==> src/rtl/ns_pkg.sv <==
package ns_pkg;

    localparam int NS_ORDER = 3;

    typedef enum logic {
        NS_NEG = 1'b0,
        NS_POS = 1'b1
    } ns_sign_e;

    // Right-shift applied to full scale for the feedback of each stage
    function automatic int ns_fb_shift(input int stage);
        case (stage)
            0:       return 3;
            1:       return 1;
            default: return 0;
        endcase
    endfunction

endpackage

==> src/rtl/ns_fb_term.sv <==
module ns_fb_term #(
    parameter int ACC_W   = 32,
    parameter int FS_LOG2 = 23,
    parameter int SHIFT   = 0
) (
    input  ns_pkg::ns_sign_e          q,
    output logic signed [ACC_W-1:0]   term
);
    localparam int MAG_LOG2 = FS_LOG2 - SHIFT;
    localparam logic signed [ACC_W-1:0] MAG = ACC_W'(64'd1 << MAG_LOG2);

    always_comb begin
        if (q == ns_pkg::NS_POS) term = MAG;
        else                     term = -MAG;
    end
endmodule

==> src/rtl/ns_sat_stage.sv <==
module ns_sat_stage #(
    parameter int ACC_W    = 32,
    parameter int SAT_LOG2 = 28
) (
    input  logic signed [ACC_W-1:0] acc,
    input  logic signed [ACC_W-1:0] src,
    input  logic signed [ACC_W-1:0] fbt,
    output logic signed [ACC_W-1:0] nxt
);
    localparam int EXT_W = ACC_W + 2;
    localparam logic signed [EXT_W-1:0] HI = EXT_W'((64'd1 << SAT_LOG2) - 64'd1);
    localparam logic signed [EXT_W-1:0] LO = -HI;

    logic signed [EXT_W-1:0] sum;

    always_comb begin
        sum = EXT_W'(acc) + EXT_W'(src) - EXT_W'(fbt);
        if (sum > HI)      nxt = HI[ACC_W-1:0];
        else if (sum < LO) nxt = LO[ACC_W-1:0];
        else               nxt = sum[ACC_W-1:0];
    end
endmodule

==> src/rtl/noise_shaper_3rd.sv <==
module noise_shaper_3rd #(
    parameter int IN_W     = 24,
    parameter int ACC_W    = 32,
    parameter int SAT_LOG2 = 28
) (
    input  logic                   clk,
    input  logic                   rst_n,
    input  logic                   en,
    input  logic signed [IN_W-1:0] din,
    output logic                   dout
);
    import ns_pkg::*;

    localparam int ORDER   = NS_ORDER;
    localparam int FS_LOG2 = IN_W - 1;

    typedef struct packed {
        logic [ORDER-1:0][ACC_W-1:0] integ;
    } ns_state_t;

    ns_state_t state_d, state_q;
    logic [ORDER-1:0][ACC_W-1:0] integ_q;
    ns_sign_e qbit_q;

    logic signed [ACC_W-1:0] src_d [ORDER];
    logic signed [ACC_W-1:0] fbt_d [ORDER];
    logic signed [ACC_W-1:0] nxt_d [ORDER];

    assign integ_q = state_q.integ;
    assign qbit_q  = integ_q[ORDER-1][ACC_W-1] ? NS_NEG : NS_POS;
    assign dout    = (qbit_q == NS_POS);

    assign src_d[0] = ACC_W'(din);

    for (genvar k = 0; k < ORDER; k++) begin : g_stage
        if (k > 0) begin : g_chain
            assign src_d[k] = $signed(integ_q[k-1]);
        end

        ns_fb_term #(
            .ACC_W  (ACC_W),
            .FS_LOG2(FS_LOG2),
            .SHIFT  (ns_fb_shift(k))
        ) i_fb (
            .q   (qbit_q),
            .term(fbt_d[k])
        );

        ns_sat_stage #(
            .ACC_W   (ACC_W),
            .SAT_LOG2(SAT_LOG2)
        ) i_int (
            .acc($signed(integ_q[k])),
            .src(src_d[k]),
            .fbt(fbt_d[k]),
            .nxt(nxt_d[k])
        );
    end

    always_comb begin
        state_d = state_q;
        if (en) begin
            for (int k = 0; k < ORDER; k++) begin
                state_d.integ[k] = nxt_d[k];
            end
        end
    end

    always_ff @(posedge clk or negedge rst_n) begin
        if (!rst_n) state_q <= '0;
        else        state_q <= state_d;
    end
endmodule

==> config.mk <==
export PLATFORM = sky130hd
export DESIGN_NAME = noise_shaper_3rd
export DESIGN_NICKNAME = d
export VERILOG_FILES = /design/src/rtl/ns_pkg.sv /design/src/rtl/ns_fb_term.sv /design/src/rtl/ns_sat_stage.sv /design/src/rtl/noise_shaper_3rd.sv
export SDC_FILE = /design/constraint.sdc
export NUM_CORES = 1
export LEC_CHECK = 0
export BUFFER_PORTS_ARGS = -buffer_cell sky130_fd_sc_hd__clkbuf_2
export CAP_MARGIN = 20
export CORE_ASPECT_RATIO = 1.25
export CORE_UTILIZATION = 54
export CTS_CLUSTER_SIZE = 28
export DETAILED_ROUTE_END_ITERATION = 10
export MAX_ROUTING_LAYER = met4
export PLACE_DENSITY = 0.74
export SETUP_SLACK_MARGIN = 0.1
export SLEW_MARGIN = 30
export SYNTH_ARGS = -nofsm -noshare
export SYNTH_HDL_FRONTEND = slang
export SYNTH_SLANG_ARGS = --single-unit
==> constraint.sdc <==
create_clock -name clk -period 9.5 [get_ports clk]
set_input_delay 1.425 -clock clk [delete_from_list [all_inputs] [get_ports clk]]
set_output_delay 1.425 -clock clk [all_outputs]
set_load 0.05 [all_outputs]
Word level (Yosys, flattened, before mapping)
Index checks and enable logic that the tools add are counted.
{"block": "op_classes", "add_sub_neg": 6, "n_lt_le_gt_ge": 6, "muxes": 10}
{"op": "two-way mux 32 bit", "count": 9}
{"op": "> comparator 34 x 29 -> 1 bit, second input constant", "count": 3}
{"op": "< comparator 34 x 29 -> 1 bit, second input constant", "count": 3}
{"op": "subtractor 33 x 32 -> 34 bit", "count": 3}
{"op": "adder 32 x 32 -> 33 bit", "count": 2}
{"op": "adder 32 x 24 -> 33 bit", "count": 1}
{"op": "two-way mux 1 bit", "count": 1}
{"block": "totals", "ff_bits": 96, "input_bits": 27, "output_inout_bits": 1, "wordCells": 25}

Depth between registers and ports, before layout
Gate-level depths: netlist of the first run.
{"block": "depth", "ltp_word": 5, "depth_mapped": 18, "ltp_nobuf": 14}

Modules after synthesis
A second synthesis of the first run with hierarchy kept.
{"block": "unflattened", "cells_unflattened": 2034, "hier_area_um2": 16168.0}
{"module": "ns_sat_stage (g_stage[1].i_int)", "instances": 1, "cells_per_inst": 568, "area_per_inst_um2": 3950.0, "seq_area_each_um2": 0.0}
{"module": "ns_sat_stage (g_stage[0].i_int)", "instances": 1, "cells_per_inst": 580, "area_per_inst_um2": 3886.2, "seq_area_each_um2": 0.0}
{"module": "ns_sat_stage (g_stage[2].i_int)", "instances": 1, "cells_per_inst": 580, "area_per_inst_um2": 3831.2, "seq_area_each_um2": 0.0}
{"module": "noise_shaper_3rd", "instances": 1, "cells_per_inst": 204, "area_per_inst_um2": 3768.6, "seq_area_each_um2": 2402.3}
{"module": "ns_fb_term", "instances": 3, "cells_per_inst": 34, "area_per_inst_um2": 244.0, "seq_area_each_um2": 0.0}

Worst setup path before layout of the first run
OpenSTA, ideal clock, no wires.
{"block": "synth_timing", "path_kind": "register -> register", "start": "reg state_q, in the netlist integ_q[95]", "end": "reg state_q, in the netlist integ_q[0]", "setup_ps": 144, "arrival_ps": 5440, "required_time_ps": 9356, "slack_ps": 3916, "stages_incl_launch_ff": 14, "cell_sequence": "dfrtp_1 > inv_1 > fa_1 > ha_1 > nand2_1 > or3_1 > a2111oi_0 > a211oi_1 > a21oi_1 > mux2i_1 > or4b_1 > or3_1 > a41oi_1 > a221oi_2"}
{"block": "synth_between", "elab_chain_len": 5, "elab_cells_between_ends": 6}
{"item": "start: declaration", "line_no": "noise_shaper_3rd.sv:21", "source": "ns_state_t state_d, state_q;"}
{"item": "start signal: assignment", "line_no": "noise_shaper_3rd.sv:71", "source": "else state_q <= state_d;"}
{"item": "two-way mux 32 bit *", "line_no": "ns_fb_term.sv:13", "source": "if (q == ns_pkg::NS_POS) term = MAG;"}
{"item": "subtractor 33 x 32 -> 34 bit *", "line_no": "ns_sat_stage.sv:17", "source": "sum = EXT_W'(acc) + EXT_W'(src) - EXT_W'(fbt);"}
{"item": "< comparator 34 x 29 -> 1 bit", "line_no": "ns_sat_stage.sv:19", "source": "else if (sum < LO) nxt = LO[ACC_W-1:0];"}
{"item": "two-way mux 32 bit", "line_no": "ns_sat_stage.sv:19"}
{"item": "two-way mux 32 bit *", "line_no": "ns_sat_stage.sv:18", "source": "if (sum > HI) nxt = HI[ACC_W-1:0];"}
Every way passes the cells marked *; elsewhere a longest branch is shown, timed or not.
A chain may end at the register's enable or synchronous reset.

Worst setup path after layout of the first run
{"block": "layout_timing", "start": "reg state_q, in the netlist integ_q[95]", "end": "reg state_q, in the netlist integ_q[26]"}
The elaborated chain is that of the path after synthesis.

==> flow_results.xml, run 1 <==
<?xml version="1.0" encoding="UTF-8"?>
<metrics>
  <group name="setup_path">
    <metric name="critPathBufInv" unit="">1</metric>
    <metric name="reg2reg_slack" unit="ps">4100</metric>
    <metric name="worst-endpoint-required" unit="ps">9700</metric>
    <metric name="highest_fanout_seen_on_the_critical_path" unit="">27</metric>
    <metric name="worst-endpoint-arrival" unit="ps">5610</metric>
    <metric name="crit_path_top_delay_cell" unit="">sky130_fd_sc_hd__dfrtp_4</metric>
    <metric name="timing.setup.critical_path_class" unit="">flip-flop to flip-flop</metric>
    <metric name="timing.critical_path.slowest_cell_delay" unit="ps">790</metric>
    <metric name="r2r.worst_path.cells" unit="">12</metric>
    <metric name="critical_path_depth_in_cells" unit="">12</metric>
    <metric name="startpoint_type" unit="">flip-flop</metric>
    <metric name="worstSetupEndpointType" unit="">flip-flop</metric>
    <metric name="path_cells" unit="">inv_1 &gt; fa_1 &gt; ha_1 &gt; nand2_1 &gt; or3_1 &gt; a2111oi_0 &gt; a211oi_1 &gt; a21oi_1 &gt; a31oi_1 &gt; nor4b_1 &gt; nand2b_2 &gt; o221ai_1</metric>
    <metric name="crit_family" unit="">simple AND/OR/NAND/NOR gates</metric>
  </group>
  <group name="sta">
    <metric name="finalHoldViolations" unit="">0</metric>
    <metric name="relSlewSlack" unit="">0.373</metric>
    <metric name="period_minus_slack" unit="ps">5400</metric>
    <metric name="rsz0062_at_grt" unit="">no</metric>
    <metric name="worst-slew-pin-transition" unit="ps">940</metric>
    <metric name="timing.clock.skew" unit="ps">15.3</metric>
    <metric name="tns_setup" unit="ps">0</metric>
    <metric name="fmax" unit="MHz">185</metric>
    <metric name="timing.final.max_slew_violations" unit="">0</metric>
    <metric name="timing.final.crit_share" unit="">0.569</metric>
    <metric name="hold_ws" unit="ps">522</metric>
    <metric name="final-setup-viol-count" unit="">0</metric>
  </group>
  <group name="layout">
    <metric name="finalInstanceArea" unit="um2">13500</metric>
    <metric name="n_fill_cell" unit="">2222</metric>
    <metric name="flip_flop_count_of_the_largest_register_all_copies_and_words_added" unit="">96</metric>
    <metric name="most_common_cell_after_layout_fill_and_taps_aside" unit="">sky130_fd_sc_hd__inv_1</metric>
    <metric name="register_area" unit="um2">2410</metric>
    <metric name="multiInputGateArea" unit="um2">9010</metric>
    <metric name="final_layout_size_suffix_gt1_frac" unit="">0.0506</metric>
    <metric name="layout_common_cells" unit="">312 x sky130_fd_sc_hd__inv_1, 166 x sky130_fd_sc_hd__ha_1, 133 x sky130_fd_sc_hd__a21oi_1</metric>
    <metric name="num_antenna_cells" unit="">0</metric>
    <metric name="nets" unit="">1875</metric>
    <metric name="syn2layout_area_growth" unit="%">4.72</metric>
  </group>
  <group name="clock_tree">
    <metric name="cts_root_buffer" unit="">sky130_fd_sc_hd__clkbuf_16</metric>
    <metric name="cts.path.max_buffers" unit="">2</metric>
    <metric name="post-cts-setup-buffer-count" unit="">0</metric>
    <metric name="hold_buffers" unit="">0</metric>
    <metric name="clkSinkCount" unit="">96</metric>
    <metric name="path_clk_slew" unit="ps">80</metric>
    <metric name="cts_max_level" unit="">3</metric>
    <metric name="tritoncts_clock_tree" unit="">yes</metric>
    <metric name="clock_latency" unit="ps">370</metric>
    <metric name="numCtsBuffers" unit="">9</metric>
    <metric name="cts_resized" unit="">0</metric>
  </group>
  <group name="detailed_routing">
    <metric name="routed_wire_length_per_instance" unit="um">17.4</metric>
    <metric name="detail_route.wirelength" unit="um">34000</metric>
    <metric name="routed-via-count" unit="">11700</metric>
    <metric name="vias_per_cell" unit="">6.01</metric>
    <metric name="route.detailed.drc" unit="">0</metric>
    <metric name="antenna_violating_nets_remaining" unit="">0</metric>
    <metric name="initialDrtViolationCount" unit="">691</metric>
    <metric name="first_pass_iters" unit="">5</metric>
  </group>
  <group name="logic_synthesis">
    <metric name="synthTopCellsByArea" unit="">sky130_fd_sc_hd__dfrtp_1 19%, sky130_fd_sc_hd__ha_1 16%, sky130_fd_sc_hd__inv_1 9.1%</metric>
    <metric name="syn-mean-instance-area" unit="um2">7.67</metric>
    <metric name="xor_xnor_portion_of_the_synthesized_cell_area" unit="">0.0484</metric>
    <metric name="synth_compound_area_frac" unit="">0.284</metric>
    <metric name="synthSimpleGateAreaFrac" unit="">0.156</metric>
    <metric name="postSynthNetCount" unit="">1895</metric>
    <metric name="netlist_area" unit="um2">12800</metric>
    <metric name="postSynthCellCount" unit="">1675</metric>
    <metric name="synth_adder_area_share" unit="">0.204</metric>
    <metric name="yosysUniqueCellTypes" unit="">85</metric>
    <metric name="post_synth_mux_area_share" unit="">0.00876</metric>
    <metric name="number_of_enable_type_register_cells_in_the_synthesized_netlist" unit="">0</metric>
    <metric name="async_s_r_ff_share_synth" unit="">1.00</metric>
    <metric name="ys_ff_latch" unit="">96</metric>
    <metric name="synth.yosys.warnings" unit="">0</metric>
    <metric name="synth_flop_cell" unit="">sky130_fd_sc_hd__dfrtp_1</metric>
    <metric name="synth_largest_type_area_fraction" unit="">0.187</metric>
    <metric name="cell_type_contributing_the_most_total_cell_area_after_synthesis" unit="">sky130_fd_sc_hd__dfrtp_1</metric>
    <metric name="largest_family_of_logic_cells_by_synthesized_area" unit="">compound AO/OA/AOI/OAI gates</metric>
    <metric name="synth-seq-area-share" unit="">0.187</metric>
  </group>
  <group name="global_routing">
    <metric name="grt_overflow_total" unit="">0</metric>
    <metric name="first_pass_grt_wire_length" unit="um">56000</metric>
    <metric name="grt_max_degree" unit="">101</metric>
    <metric name="grt_antenna_before_repair" unit="">0</metric>
    <metric name="grt_usage" unit="">0.294</metric>
    <metric name="grt_pass1_vias" unit="">11400</metric>
  </group>
  <group name="floorplanning">
    <metric name="start_util" unit="">0.554</metric>
    <metric name="placement_rows" unit="">62</metric>
    <metric name="top_level_ports" unit="">28</metric>
    <metric name="floorplan.die.height" unit="um">174</metric>
    <metric name="floorplan.die_area" unit="um2">24400</metric>
    <metric name="core_region_area" unit="um2">23200</metric>
    <metric name="die_width" unit="um">140</metric>
  </group>
  <group name="hold_path">
    <metric name="timing.hold.worst_path_depth" unit="">2</metric>
    <metric name="min_path_type" unit="">flip-flop to flip-flop</metric>
  </group>
  <group name="job">
    <metric name="cap_violations" unit="">0</metric>
  </group>
  <group name="placed_design">
    <metric name="buffer_ports.inserted" unit="">27</metric>
    <metric name="dpl_cell_area" unit="um2">13100</metric>
    <metric name="routabilityCongestion" unit="">0.935</metric>
    <metric name="dp_hpwl" unit="um">28000</metric>
  </group>
  <group name="status">
    <metric name="outcome" unit="">finished, final reports clean</metric>
  </group>
</metrics>
final cells by class:
cell class,count,share of cell area
Multi-Input combinational cell,1203,0.670
Sequential cell,96,0.179
Inverter,313,0.0873
Tap cell,288,0.0268
Clock buffer,9,0.0167
Timing Repair Buffer,32,0.0133
Clock inverter,7,0.00725
cells in the mapped netlist, types with 7 or more instances:
| cell type | instances |
|---|---|
| sky130_fd_sc_hd__a21o_1 | 44 |
| sky130_fd_sc_hd__a21oi_1 | 133 |
| sky130_fd_sc_hd__nor2b_1 | 8 |
| sky130_fd_sc_hd__a211o_1 | 10 |
| sky130_fd_sc_hd__mux2i_1 | 9 |
| sky130_fd_sc_hd__xor2_1 | 28 |
| sky130_fd_sc_hd__o221a_2 | 8 |
| sky130_fd_sc_hd__nand2b_1 | 19 |
| sky130_fd_sc_hd__nand4_1 | 21 |
| sky130_fd_sc_hd__a31oi_1 | 15 |
| sky130_fd_sc_hd__o211ai_1 | 44 |
| sky130_fd_sc_hd__nand2_1 | 118 |
| sky130_fd_sc_hd__and3_1 | 15 |
| sky130_fd_sc_hd__and4_1 | 8 |
| sky130_fd_sc_hd__and2_1 | 14 |
| sky130_fd_sc_hd__clkbuf_1 | 45 |
| sky130_fd_sc_hd__fa_1 | 27 |
| sky130_fd_sc_hd__inv_1 | 312 |
| sky130_fd_sc_hd__a211oi_1 | 20 |
| sky130_fd_sc_hd__nand3_1 | 35 |
| sky130_fd_sc_hd__nor3b_1 | 7 |
| sky130_fd_sc_hd__o221ai_1 | 24 |
| sky130_fd_sc_hd__o2111ai_1 | 7 |
| sky130_fd_sc_hd__o21ai_0 | 59 |
| sky130_fd_sc_hd__xnor2_1 | 43 |
| sky130_fd_sc_hd__o22ai_1 | 8 |
| sky130_fd_sc_hd__ha_1 | 166 |
| sky130_fd_sc_hd__nor4_1 | 12 |
| sky130_fd_sc_hd__o21bai_1 | 14 |
| sky130_fd_sc_hd__dfrtp_1 | 96 |
| sky130_fd_sc_hd__o31ai_1 | 9 |
| sky130_fd_sc_hd__o21a_1 | 25 |
| sky130_fd_sc_hd__or4_1 | 7 |
| sky130_fd_sc_hd__o21ai_1 | 30 |
| sky130_fd_sc_hd__nor2_1 | 78 |
| sky130_fd_sc_hd__nor3_1 | 24 |
| sky130_fd_sc_hd__buf_2 | 15 |
worst reg2reg max path: stages, from the launching register on:
cell	delay (ps)
sky130_fd_sc_hd__dfrtp_4	790
sky130_fd_sc_hd__inv_1	390
sky130_fd_sc_hd__fa_1	550
sky130_fd_sc_hd__ha_1	400
sky130_fd_sc_hd__nand2_1	160
sky130_fd_sc_hd__or3_1	450
sky130_fd_sc_hd__a2111oi_0	450
sky130_fd_sc_hd__a211oi_1	230
sky130_fd_sc_hd__a21oi_1	370
sky130_fd_sc_hd__a31oi_1	140
sky130_fd_sc_hd__nor4b_1	520
sky130_fd_sc_hd__nand2b_2	560
sky130_fd_sc_hd__o221ai_1	220
worst paths after layout:
path	start	to
worst max-delay path	integ_q[95]	integ_q[26]
max in group asynchronous	rst_n	integ_q[95]
worst max register to register	integ_q[95]	integ_q[26]
min in group asynchronous	rst_n	integ_q[92]
worst min register to register	integ_q[35]	integ_q[35]
worst min-delay path	integ_q[35]	integ_q[35]
metal layers:
layer / routed length, um / up-vias / GRT usage
li1: - / 5882 / -
met1: 14700 / 5470 / 0.349
met2: 16800 / 274 / 0.507
met3: 1020 / 74 / 0.0171
met4: 1430 / 0 / 0.140
met5: 0 / - / -
per-stage QoR:
| stage | setup WS [ps] | utilization | cells |
|---|---|---|---|
| after floorplan | 3920 | - | 1675 |
| after global placement | 3380 | 0.566 | 1932 |
| after detailed placement | 3400 | 0.566 | 1932 |
| after CTS | 3360 | 0.580 | 1948 |
| after global routing | 3680 | 0.580 | 1948 |
| final | 4100 | 0.580 | 1948 |
logic make-up (layout without fill, tap and decap cells):
logic type / count (synthesis) / after routing
buffers and inverters: 376 / 361
multiplexers: 11 / 11
adder cells (fa/ha/maj): 193 / 193
AND/OR/NAND/NOR: 397 / 397
AO/OA/AOI/OAI: 531 / 531
flip-flops: 96 / 96
XOR/XNOR: 71 / 71
Power of run 1 is not shown: default switching activity piles up to over one toggle a cycle in this logic, so the estimate is an artifact.
==> run 2, diff against run 1 <==
ABC_AREA = 1   (was unset)
PLACE_DENSITY = 0.77   (was 0.74)
clock period = 4.89 ns   (was 9.5 ns; I/O delays follow)
==> run 2 against run 1 <==
Cell count rose by 42%. Worst setup slack worse by 3200 ps. Critical path depth rose by 4. Count of clock-buffer cells in the layout is 1 higher. First-iteration DRC count down 14%. Register-to-register slack worse by 3200 ps. Hold slack worse by 120 ps. Fmax grew 35%. Global-route usage grew 1.5 points. Flip-flop and latch count unchanged. Core utilization decreased by 0.41 points. Die area grew 11%.
==> flow_results.xml, run 2 <==
<?xml version="1.0" encoding="UTF-8"?>
<metrics>
  <group name="logic_synthesis">
    <metric name="number_of_enable_type_register_cells_in_the_synthesized_netlist" unit="">0</metric>
    <metric name="yosysUniqueCellTypes" unit="">46</metric>
    <metric name="most_repeated_cell_in_the_gate_level_netlist_after_synthesis" unit="">sky130_fd_sc_hd__nand2_1</metric>
    <metric name="synthTopCellsByArea" unit="">sky130_fd_sc_hd__nand2_1 18%, sky130_fd_sc_hd__dfrtp_1 17%, sky130_fd_sc_hd__inv_1 15%</metric>
    <metric name="cell_type_contributing_the_most_total_cell_area_after_synthesis" unit="">sky130_fd_sc_hd__nand2_1</metric>
    <metric name="async_s_r_ff_share_synth" unit="">1.00</metric>
    <metric name="synth_common_cells" unit="">671 x sky130_fd_sc_hd__nand2_1, 581 x sky130_fd_sc_hd__inv_1, 263 x sky130_fd_sc_hd__nor2_1</metric>
    <metric name="syn-mean-instance-area" unit="um2">5.95</metric>
    <metric name="synth-seq-area-share" unit="">0.168</metric>
    <metric name="postSynthCellCount" unit="">2399</metric>
    <metric name="postSynthNetCount" unit="">2619</metric>
    <metric name="synth_flop_cell" unit="">sky130_fd_sc_hd__dfrtp_1</metric>
    <metric name="netlist_area" unit="um2">14300</metric>
    <metric name="ys_ff_latch" unit="">96</metric>
    <metric name="synth_largest_type_area_fraction" unit="">0.176</metric>
    <metric name="synth.yosys.warnings" unit="">0</metric>
  </group>
  <group name="detailed_routing">
    <metric name="routed_wire_length_per_instance" unit="um">14.4</metric>
    <metric name="antenna_violating_nets_remaining" unit="">0</metric>
    <metric name="first_pass_iters" unit="">7</metric>
    <metric name="detail_route.wirelength" unit="um">39800</metric>
    <metric name="vias_per_cell" unit="">5.11</metric>
    <metric name="route.detailed.drc" unit="">0</metric>
    <metric name="routed-via-count" unit="">14100</metric>
    <metric name="initialDrtViolationCount" unit="">597</metric>
    <metric name="top_signal_layer_used" unit="">met4</metric>
    <metric name="met3_length" unit="um">1200</metric>
    <metric name="wl_met2" unit="um">20500</metric>
    <metric name="wl_met1" unit="um">16300</metric>
  </group>
  <group name="sta">
    <metric name="tns_setup" unit="ps">0</metric>
    <metric name="rsz0062_at_grt" unit="">no</metric>
    <metric name="timing.final.max_slew_violations" unit="">0</metric>
    <metric name="finalHoldViolations" unit="">0</metric>
    <metric name="relSlewSlack" unit="">0.528</metric>
    <metric name="final-setup-viol-count" unit="">0</metric>
    <metric name="fmax" unit="MHz">250</metric>
    <metric name="timing.final.crit_share" unit="">0.819</metric>
    <metric name="period_minus_slack" unit="ps">4010</metric>
    <metric name="timing.clock.skew" unit="ps">8.89</metric>
    <metric name="worst-slew-pin-transition" unit="ps">708</metric>
  </group>
  <group name="floorplanning">
    <metric name="core_region_area" unit="um2">26000</metric>
    <metric name="top_level_ports" unit="">28</metric>
    <metric name="floorplan.die_area" unit="um2">27100</metric>
    <metric name="start_util" unit="">0.549</metric>
    <metric name="placement_rows" unit="">66</metric>
    <metric name="die_width" unit="um">147</metric>
    <metric name="floorplan.die.height" unit="um">184</metric>
  </group>
  <group name="global_routing">
    <metric name="grt_antenna_before_repair" unit="">0</metric>
    <metric name="grt_overflow_total" unit="">0</metric>
    <metric name="first_pass_grt_wire_length" unit="um">64100</metric>
    <metric name="grt_pass1_vias" unit="">13600</metric>
    <metric name="grt_max_degree" unit="">67</metric>
    <metric name="grt_usage" unit="">0.309</metric>
  </group>
  <group name="placed_design">
    <metric name="dp_hpwl" unit="um">34500</metric>
    <metric name="buffer_ports.inserted" unit="">27</metric>
    <metric name="routabilityCongestion" unit="">0.963</metric>
  </group>
  <group name="clock_tree">
    <metric name="cts_max_level" unit="">3</metric>
    <metric name="cts.path.max_buffers" unit="">2</metric>
    <metric name="post-cts-setup-buffer-count" unit="">0</metric>
    <metric name="clkSinkCount" unit="">96</metric>
    <metric name="tritoncts_clock_tree" unit="">yes</metric>
    <metric name="hold_buffers" unit="">0</metric>
    <metric name="numCtsBuffers" unit="">9</metric>
    <metric name="cts_root_buffer" unit="">sky130_fd_sc_hd__clkbuf_16</metric>
    <metric name="path_clk_slew" unit="ps">70</metric>
    <metric name="clock_latency" unit="ps">350</metric>
    <metric name="cts_resized" unit="">0</metric>
  </group>
  <group name="layout">
    <metric name="register_area" unit="um2">2400</metric>
    <metric name="n_fill_cell" unit="">2729</metric>
    <metric name="most_common_cell_after_layout_fill_and_taps_aside" unit="">sky130_fd_sc_hd__nand2_1</metric>
    <metric name="syn2layout_area_growth" unit="%">4.91</metric>
    <metric name="nets" unit="">2637</metric>
    <metric name="num_antenna_cells" unit="">0</metric>
    <metric name="layout_common_cells" unit="">671 x sky130_fd_sc_hd__nand2_1, 581 x sky130_fd_sc_hd__inv_1, 263 x sky130_fd_sc_hd__nor2_1</metric>
    <metric name="final_layout_size_suffix_gt1_frac" unit="">0.0665</metric>
    <metric name="multiInputGateArea" unit="um2">9440</metric>
    <metric name="flip_flop_count_of_the_largest_register_all_copies_and_words_added" unit="">96</metric>
  </group>
  <group name="setup_path">
    <metric name="startpoint_type" unit="">flip-flop</metric>
    <metric name="worst-endpoint-required" unit="ps">5140</metric>
    <metric name="highest_fanout_seen_on_the_critical_path" unit="">28</metric>
    <metric name="timing.setup.critical_path_class" unit="">flip-flop to flip-flop</metric>
    <metric name="worst-endpoint-arrival" unit="ps">4260</metric>
    <metric name="worstSetupEndpointType" unit="">flip-flop</metric>
  </group>
  <group name="job">
    <metric name="cap_violations" unit="">0</metric>
  </group>
  <group name="hold_path">
    <metric name="min_path_type" unit="">input port to async pin</metric>
  </group>
  <group name="status">
    <metric name="outcome" unit="">finished, final reports clean</metric>
  </group>
</metrics>
## run 2: cell types whose count changed in the layout (fill, tap and decap cells not counted), sizes merged, moves of 41 or more
cell	delta
o211ai	-43
nand2	+595
xnor2	-41
a21oi	+41
nand3	+107
nor2	+196
inv	+280
## run 2: final timing paths
kind / start / endpoint / slack, ps / cells after the start
min in group clk: integ_q[50] / integ_q[50] / 520 / 2
max in group asynchronous: rst_n / integ_q[27] / 3470 / 2
setup reg to reg: integ_q[95] / integ_q[0] / 880 / 16
setup / recovery: integ_q[95] / integ_q[0] / 880 / 16
hold reg to reg: integ_q[50] / integ_q[50] / 520 / 2
hold / removal: rst_n / integ_q[66] / 410 / 1
## run 2: stage by stage
| step | hold slack [ps] | util | instances | cell area [um2] | setup WS (ps) |
|---|---|---|---|---|---|
| CTS | 440 | 0.576 | 2762 | 15000 | 842 |
| finish | 406 | 0.576 | 2762 | 15000 | 884 |
| global route | 479 | 0.576 | 2762 | 15000 | 542 |
| detailed placement | 503 | 0.564 | 2746 | 14700 | 508 |
| global placement | 497 | 0.564 | 2746 | 14700 | 544 |
| floorplan | 438 | - | 2399 | 14300 | 272 |
## run 2: final cells by class
cell class | count | share of cell area
Sequential cell | 96 | 0.160
Clock inverter | 6 | 0.00493
Clock buffer | 10 | 0.0159
Tap cell | 340 | 0.0284
Multi-Input combinational cell | 1685 | 0.630
Inverter | 593 | 0.149
Timing Repair Buffer | 32 | 0.0119
## run 2: metal layers
metal	global-route usage	vias to the layer above
li1	-	7367
met2	0.568	271
met5	-	-
met3	0.0161	82
met1	0.341	6399
met4	0.141	0
## run 2: kinds of logic (layout without fill, tap and decap cells)
group,count (synthesis),in the layout,synth area share
DFF,96,96,0.168
buffers and inverters,618,641,0.171
and+or+nand+nor,1217,1217,0.362
xor gates and xnor gates,14,14,0.00964
AOI/OAI and AO/OA,261,261,0.106
adders and majority gates,193,193,0.183
## run 2: worst max-delay path: stages, from the launching register on
cell	delay [ps]
sky130_fd_sc_hd__dfrtp_2	470
sky130_fd_sc_hd__buf_4	300
sky130_fd_sc_hd__fa_1	570
sky130_fd_sc_hd__inv_1	40
sky130_fd_sc_hd__ha_1	370
sky130_fd_sc_hd__nand2_1	140
sky130_fd_sc_hd__nor2_2	260
sky130_fd_sc_hd__nand4_1	260
sky130_fd_sc_hd__nor3_1	320
sky130_fd_sc_hd__nand3_1	180
sky130_fd_sc_hd__nand3_2	140
sky130_fd_sc_hd__xor2_2	240
sky130_fd_sc_hd__inv_2	90
sky130_fd_sc_hd__nand2_4	280
sky130_fd_sc_hd__nand3_1	110
sky130_fd_sc_hd__nand2_1	80
sky130_fd_sc_hd__inv_1	40
Power of run 2 is left out for the same reason.
